**config.mk**
```make
export PLATFORM = sky130hd
export DESIGN_NAME = pulse_swallow_div
export DESIGN_NICKNAME = d
export VERILOG_FILES = /design/src/rtl/psw_pkg.sv /design/src/rtl/psw_prescaler.sv /design/src/rtl/psw_cfg_stage.sv /design/src/rtl/psw_swallow_ctrl.sv /design/src/rtl/pulse_swallow_div.sv
export SDC_FILE = /design/constraint.sdc
export NUM_CORES = 1
export LEC_CHECK = 0
export CORE_ASPECT_RATIO = 1.5
export CORE_MARGIN = 2
export CORE_UTILIZATION = 57
export CTS_BUF_LIST = sky130_fd_sc_hd__clkbuf_16
export DETAILED_ROUTE_END_ITERATION = 10
export PLACE_DENSITY = 0.8
export SLEW_MARGIN = 5
export SYNTH_ARGS = -nofsm -noshare
export SYNTH_HDL_FRONTEND = slang
export SYNTH_SLANG_ARGS = --single-unit
```
**constraint.sdc**
```tcl
create_clock -name clk -period 3.1 [get_ports clk]
set_clock_uncertainty 0.05 [all_clocks]
set_input_delay 0.62 -clock clk [delete_from_list [all_inputs] [get_ports clk]]
set_output_delay 0.62 -clock clk [all_outputs]
set_load 0.01 [all_outputs]
```
**src/rtl/psw_pkg.sv**
```systemverilog
package psw_pkg;
    parameter int A_W   = 6;
    parameter int B_W   = 11;
    parameter int P_LO  = 32;
    parameter int P_HI  = 64;

    typedef struct packed {
        logic [A_W-1:0] a;
        logic [B_W-1:0] b;
        logic           p_hi;
    } div_cfg_t;
endpackage

```
**src/rtl/psw_prescaler.sv**
```systemverilog
module psw_prescaler
    import psw_pkg::*;
(
    input  logic clk,
    input  logic rst,
    input  logic mc_next,
    input  logic p_hi_next,
    output logic tick
);
    localparam int SEG_LO = P_LO / 4;
    localparam int SEG_HI = P_HI / 4;
    localparam int EXT_W  = $clog2(SEG_HI);
    localparam logic [EXT_W-1:0] EXT_LO = EXT_W'(SEG_LO - 1);
    localparam logic [EXT_W-1:0] EXT_HI = EXT_W'(SEG_HI - 1);

    typedef struct packed {
        logic [2:0]       core;
        logic [EXT_W-1:0] ext;
    } pre_t;

    pre_t st_d, st_q;

    assign tick = (st_q.core == 3'd0) && (st_q.ext == '0);

    always_comb begin
        st_d = st_q;
        if (st_q.core != 3'd0) begin
            st_d.core = st_q.core - 3'd1;
        end else if (st_q.ext != '0) begin
            st_d.ext  = st_q.ext - 1'b1;
            st_d.core = 3'd3;
        end else begin
            st_d.ext  = p_hi_next ? EXT_HI : EXT_LO;
            st_d.core = mc_next ? 3'd4 : 3'd3;
        end
    end

    always_ff @(posedge clk) begin
        if (rst) begin
            st_q.core <= 3'd3;
            st_q.ext  <= EXT_LO;
        end else begin
            st_q <= st_d;
        end
    end

    p_core_range_r1: assert property (@(posedge clk) disable iff (rst)
        st_q.core <= 3'd4);
    p_tick_gap_r6: assert property (@(posedge clk) disable iff (rst)
        tick |=> !tick);
endmodule

```
**src/rtl/psw_cfg_stage.sv**
```systemverilog
module psw_cfg_stage
    import psw_pkg::*;
(
    input  logic           clk,
    input  logic           rst,
    input  logic           load,
    input  logic [A_W-1:0] a_in,
    input  logic [B_W-1:0] b_in,
    input  logic           p_hi_in,
    input  logic           apply,
    output div_cfg_t       act_cfg,
    output div_cfg_t       nxt_cfg,
    output logic           err
);
    typedef struct packed {
        div_cfg_t stage;
        logic     pend;
        div_cfg_t act;
        logic     err;
    } cs_t;

    cs_t st_d, st_q;
    div_cfg_t eff;
    logic     bad;

    always_comb begin
        bad    = {{(B_W > A_W ? 0 : A_W - B_W){1'b0}}, st_q.stage.b} <
                 {{(B_W > A_W ? B_W - A_W : 0){1'b0}}, st_q.stage.a};
        eff    = st_q.stage;
        if (st_q.stage.b == '0) eff.b = B_W'(1);
        if (bad) eff.a = '0;
        nxt_cfg = st_q.pend ? eff : st_q.act;
    end

    always_comb begin
        st_d = st_q;
        if (apply && st_q.pend) begin
            st_d.act  = eff;
            st_d.pend = 1'b0;
            if (bad) st_d.err = 1'b1;
        end
        if (load) begin
            st_d.stage.a    = a_in;
            st_d.stage.b    = b_in;
            st_d.stage.p_hi = p_hi_in;
            st_d.pend       = 1'b1;
        end
    end

    always_ff @(posedge clk) begin
        if (rst) begin
            st_q.stage <= '{a: '0, b: B_W'(1), p_hi: 1'b0};
            st_q.pend  <= 1'b0;
            st_q.act   <= '{a: '0, b: B_W'(1), p_hi: 1'b0};
            st_q.err   <= 1'b0;
        end else begin
            st_q <= st_d;
        end
    end

    assign act_cfg = st_q.act;
    assign err     = st_q.err;

    p_err_sticky_r9: assert property (@(posedge clk) disable iff (rst)
        st_q.err |=> st_q.err);
    p_act_hold_r7: assert property (@(posedge clk) disable iff (rst)
        !apply |=> $stable(st_q.act));
endmodule

```
**src/rtl/psw_swallow_ctrl.sv**
```systemverilog
module psw_swallow_ctrl
    import psw_pkg::*;
(
    input  logic     clk,
    input  logic     rst,
    input  logic     tick,
    input  div_cfg_t act_cfg,
    input  div_cfg_t nxt_cfg,
    output logic     boundary,
    output logic     mc_next,
    output logic     p_hi_next,
    output logic     pulse
);
    typedef struct packed {
        logic [A_W-1:0] a_cnt;
        logic [B_W-1:0] b_cnt;
        logic           mc;
        logic           pulse;
    } ctl_t;

    ctl_t st_d, st_q;

    assign boundary = tick && (st_q.b_cnt == B_W'(1));

    always_comb begin
        st_d       = st_q;
        st_d.pulse = boundary;
        if (tick) begin
            if (boundary) begin
                st_d.a_cnt = nxt_cfg.a;
                st_d.b_cnt = nxt_cfg.b;
            end else begin
                st_d.b_cnt = st_q.b_cnt - 1'b1;
                if (st_q.a_cnt != '0) st_d.a_cnt = st_q.a_cnt - 1'b1;
            end
        end
        st_d.mc   = (st_d.a_cnt != '0);
        mc_next   = st_d.mc;
        p_hi_next = boundary ? nxt_cfg.p_hi : act_cfg.p_hi;
    end

    always_ff @(posedge clk) begin
        if (rst) begin
            st_q.a_cnt <= '0;
            st_q.b_cnt <= B_W'(1);
            st_q.mc    <= 1'b0;
            st_q.pulse <= 1'b0;
        end else begin
            st_q <= st_d;
        end
    end

    assign pulse = st_q.pulse;

    p_pulse_one_r6: assert property (@(posedge clk) disable iff (rst)
        st_q.pulse |=> !st_q.pulse);
    p_mc_stable_r1: assert property (@(posedge clk) disable iff (rst)
        !tick |=> $stable(st_q.mc));
    p_b_nonzero_r5: assert property (@(posedge clk) disable iff (rst)
        st_q.b_cnt != '0);
    p_a_le_b_r8: assert property (@(posedge clk) disable iff (rst)
        {{(B_W > A_W ? B_W - A_W : 0){1'b0}}, st_q.a_cnt} <=
        {{(B_W > A_W ? 0 : A_W - B_W){1'b0}}, st_q.b_cnt});
endmodule

```
**src/rtl/pulse_swallow_div.sv**
```systemverilog
module pulse_swallow_div
    import psw_pkg::*;
(
    input  logic           clk,
    input  logic           rst,
    input  logic           cfg_load,
    input  logic [A_W-1:0] swallow_val,
    input  logic [B_W-1:0] main_val,
    input  logic           mod_hi_sel,
    output logic           fb_pulse,
    output logic           ratio_err
);
    logic     tick, boundary, mc_next, p_hi_next;
    div_cfg_t act_cfg, nxt_cfg;

    psw_prescaler u_pre (
        .clk       (clk),
        .rst       (rst),
        .mc_next   (mc_next),
        .p_hi_next (p_hi_next),
        .tick      (tick)
    );

    psw_cfg_stage u_cfg (
        .clk     (clk),
        .rst     (rst),
        .load    (cfg_load),
        .a_in    (swallow_val),
        .b_in    (main_val),
        .p_hi_in (mod_hi_sel),
        .apply   (boundary),
        .act_cfg (act_cfg),
        .nxt_cfg (nxt_cfg),
        .err     (ratio_err)
    );

    psw_swallow_ctrl u_ctl (
        .clk       (clk),
        .rst       (rst),
        .tick      (tick),
        .act_cfg   (act_cfg),
        .nxt_cfg   (nxt_cfg),
        .boundary  (boundary),
        .mc_next   (mc_next),
        .p_hi_next (p_hi_next),
        .pulse     (fb_pulse)
    );
endmodule

```
==> impl_metrics.csv <==
group,metric,value,unit
drt,drc,0,
worst_hold_path,hold_path.class,"register to register",
cells_and_area,drive_above_1_share,0.08845,
synth,async_reset_ff_frac,0,
clock_tree,clock_path_buffers,2,
setup_path,crit_type,"register to register",
setup_path,crit_family,"simple AND/OR/NAND/NOR gates",
timing,slew_headroom,0.6706,
global_route,grt_pass1_vias,2834,
timing,rsz0062_at_grt,"no",
synth,netlist_area,3151,sq um
run_status,outcome,"complete, no violations",
setup_path,path_cells,"ha_1 -> nor4b_2 -> and3_1 -> buf_4 -> and4_1 -> a21oi_1 -> and4_1 -> a311oi_2 -> o21bai_1",
timing,hold_viol_final,0,
clock_tree,cts_buffers,9,
timing,maxSlewViolCount,0,
worst_hold_path,min_path_cells,1,
floorplanning,row_count,33,
clock_tree,clock_latency,0.33,ns
cells_and_area,final_nets,436,
synth,avgSynthCellArea,8.291,sq um
floorplanning,ios,23,
drt,drtIter0Drc,140,
drt,dr.pass1.iters,4,
timing,setup_viol,0,
cells_and_area,final_cell_mix,"63 x dfxtp_1, 53 x nor2_1, 45 x nand2_1, 30 x a21oi_1, 28 x mux2i_1",
synth,synthTopCellsByArea,"dfxtp_1 40%, mux2i_1 8.9%, nor2_1 6.3%",
clock_tree,cts_tree,"yes",
synth,ys.flop_type,"dfxtp_1",
global_route,grt_usage,0.2716,
setup_path,critPathMaxFanout,15,
synth,synth_edf_count,0,
global_route,grt_first_pass_wirelength,12.72,mm
clock_tree,cts-root-buf,"clkbuf_16",
drt,wirelength,7.313,mm
floorplanning,core_area,5409,sq um
global_route,grt_max_degree,35,
synth,ys_seq_area_frac,0.4003,
cells_and_area,area_growth,19.46,%
synth,netlist_instances,380,
clock_tree,cts_hold_buf,0,
clock_tree,postCtsSetupBuffers,0,
synth,ys_warn_count,0,
placement,routabilityCongestion,0.9066,
power_and_ir_drop,ir_worst_vdd,0.0003891,V
floorplanning,die_h,95.06,microns
setup_path,reg2reg_depth,9,
placement,dp_hpwl,5.105,mm
timing,min_period,2.658,ns
timing,fmax,0.3762,GHz
drt,avgRoutedWirePerCell,15.33,microns
clock_tree,cts_resized,0,
synth,synth_largest_area_cell,"dfxtp_1",
floorplanning,die_width,64.70,microns
global_route,antenna_found_initial,0,
cells_and_area,diodes,0,
synth,synth_seq_cells,63,
setup_path,cp_common_cell,"and4_1",
synth,yosysTopAreaCellShare,0.4003,
setup_path,worst_ep_arrival_time,2.87,ns
power_and_ir_drop,power_density,542.4,nW/um^2
clock_tree,cts_sinks,63,
power_and_ir_drop,leakage,1.530,nW
clock_tree,path_clk_slew,0.05,ns
drt,viasPerCell,5.908,
timing,fin_tns_setup,0,ns
clock_tree,htreeDepth,3,
drt,ant_nets,0,
setup_path,startpoint_type,"register",
cells_and_area,final_common_cell,"dfxtp_1",
global_route,grt-ovfl-total,0,
setup_path,path_buf_inv,1,
power_and_ir_drop,power,2.041,mW
placement,port-buffer-count,22,
drt,dr_total_vias,2818,
setup_path,worst_path_largest_cell_delay,0.45,ns
floorplanning,start_util,0.5825,
synth,synth_fp_nets,413,
setup_path,critPathCaptureType,"register",
setup_path,required,3.31,ns
timing,tightest_slew,0.4903,ns
synth,ys_types,52,
floorplanning,dieArea,6150,sq um
cells_and_area,fill_cells,444,
setup_path,slowest_stage,"and3_1",
setup_path,crit_cells,9,
timing,fin_crit_sh,0.8574,
flow_run,max-cap-violations,0,
-- layer usage --
metal / vias up / track usage / share of wire
li1: 1389 / - / -
met1: 1337 / 0.2932 / 0.40
met2: 74 / 0.4691 / 0.52
met3: 18 / 0.07792 / 0.053
met4: 0 / 0.1578 / 0.026
met5: - / 0 / 0
-- flip-flops by register name (all words and copies together) (netlist names) --
name and flops:
u_cfg.st_q 18, u_cfg.err 1, u_cfg.act_cfg 18, u_pre.st_q 7, u_ctl.st_q 17, u_cfg.eff 1
u_ctl.pulse 1
-- final timing paths --
kind,from,end,slack (ns)
hold reg to reg,u_pre.st_q[4],u_pre.st_q[4],0.38
setup / recovery,u_ctl.st_q[2],u_pre.st_q[6],0.44
setup reg to reg,u_ctl.st_q[2],u_pre.st_q[6],0.44
hold / removal,u_pre.st_q[4],u_pre.st_q[4],0.38
-- cells by family (layout without fill, tap and decap cells) --
logic type / after synthesis / in the layout / synth area share
adder cells (fa/ha/maj): 12 / 12 / 0.04766
multiplexers: 29 / 29 / 0.09253
buffers and inverters: 36 / 63 / 0.04448
AO/OA/AOI/OAI: 78 / 78 / 0.1541
flip-flops: 63 / 63 / 0.4003
AND/OR/NAND/NOR: 159 / 159 / 0.2526
XOR/XNOR: 3 / 3 / 0.008341
-- area by class of cell --
class	count	area, sq um	share of cell area
multi-input cells	281	1749	0.4648
well taps	70	87.58	0.02327
clock inverters	6	86.33	0.02294
inverters	15	56.30	0.01496
flip-flops and latches	63	1261	0.3351
repair buffers	33	297.8	0.07912
clock buffers	9	225.2	0.05984
-- per-stage QoR --
step | worst slack, ns | instances | instance area, sq um | hold WS, ns | util
final | 0.4422 | 477 | 3764 | 0.3844 | 0.6958
after floorplan | 0.6726 | 380 | 3151 | 0.3583 | -
after CTS | 0.4481 | 477 | 3764 | 0.3868 | 0.6958
after global placement | 0.5239 | 462 | 3452 | 0.3686 | 0.6382
after detailed placement | 0.4668 | 462 | 3452 | 0.3795 | 0.6382
after global routing | 0.1828 | 477 | 3764 | 0.4214 | 0.6958
-- power by group --
group	internal [mW]	switching, mW	total (mW)
combinational	0.0682	0.0707	0.139
clock	0.696	0.355	1.05
sequential	0.831	0.0203	0.851
total	1.60	0.446	2.04
-- cell usage after synthesis (2+ instances only) --
master	n
inv_1	15
nand2b_1	5
a22oi_1	5
xor2_1	2
mux2i_1	28
or4b_1	2
a211o_1	4
o22ai_1	2
a211oi_1	2
nand4_1	2
nor3_1	16
nand3_1	6
o21ai_0	15
ha_1	12
nand4b_1	2
dfxtp_1	63
nand3b_1	2
nor4_1	2
and3_1	2
a31oi_1	5
nor2_1	53
or4_1	3
nand2_1	45
buf_1	5
and4_1	2
nor2b_1	5
a311oi_1	4
clkbuf_1	12
o21a_1	2
or3_1	2
and2_1	2
buf_2	4
a21oi_1	30
No activity file was read; power rests on OpenSTA's default activity.
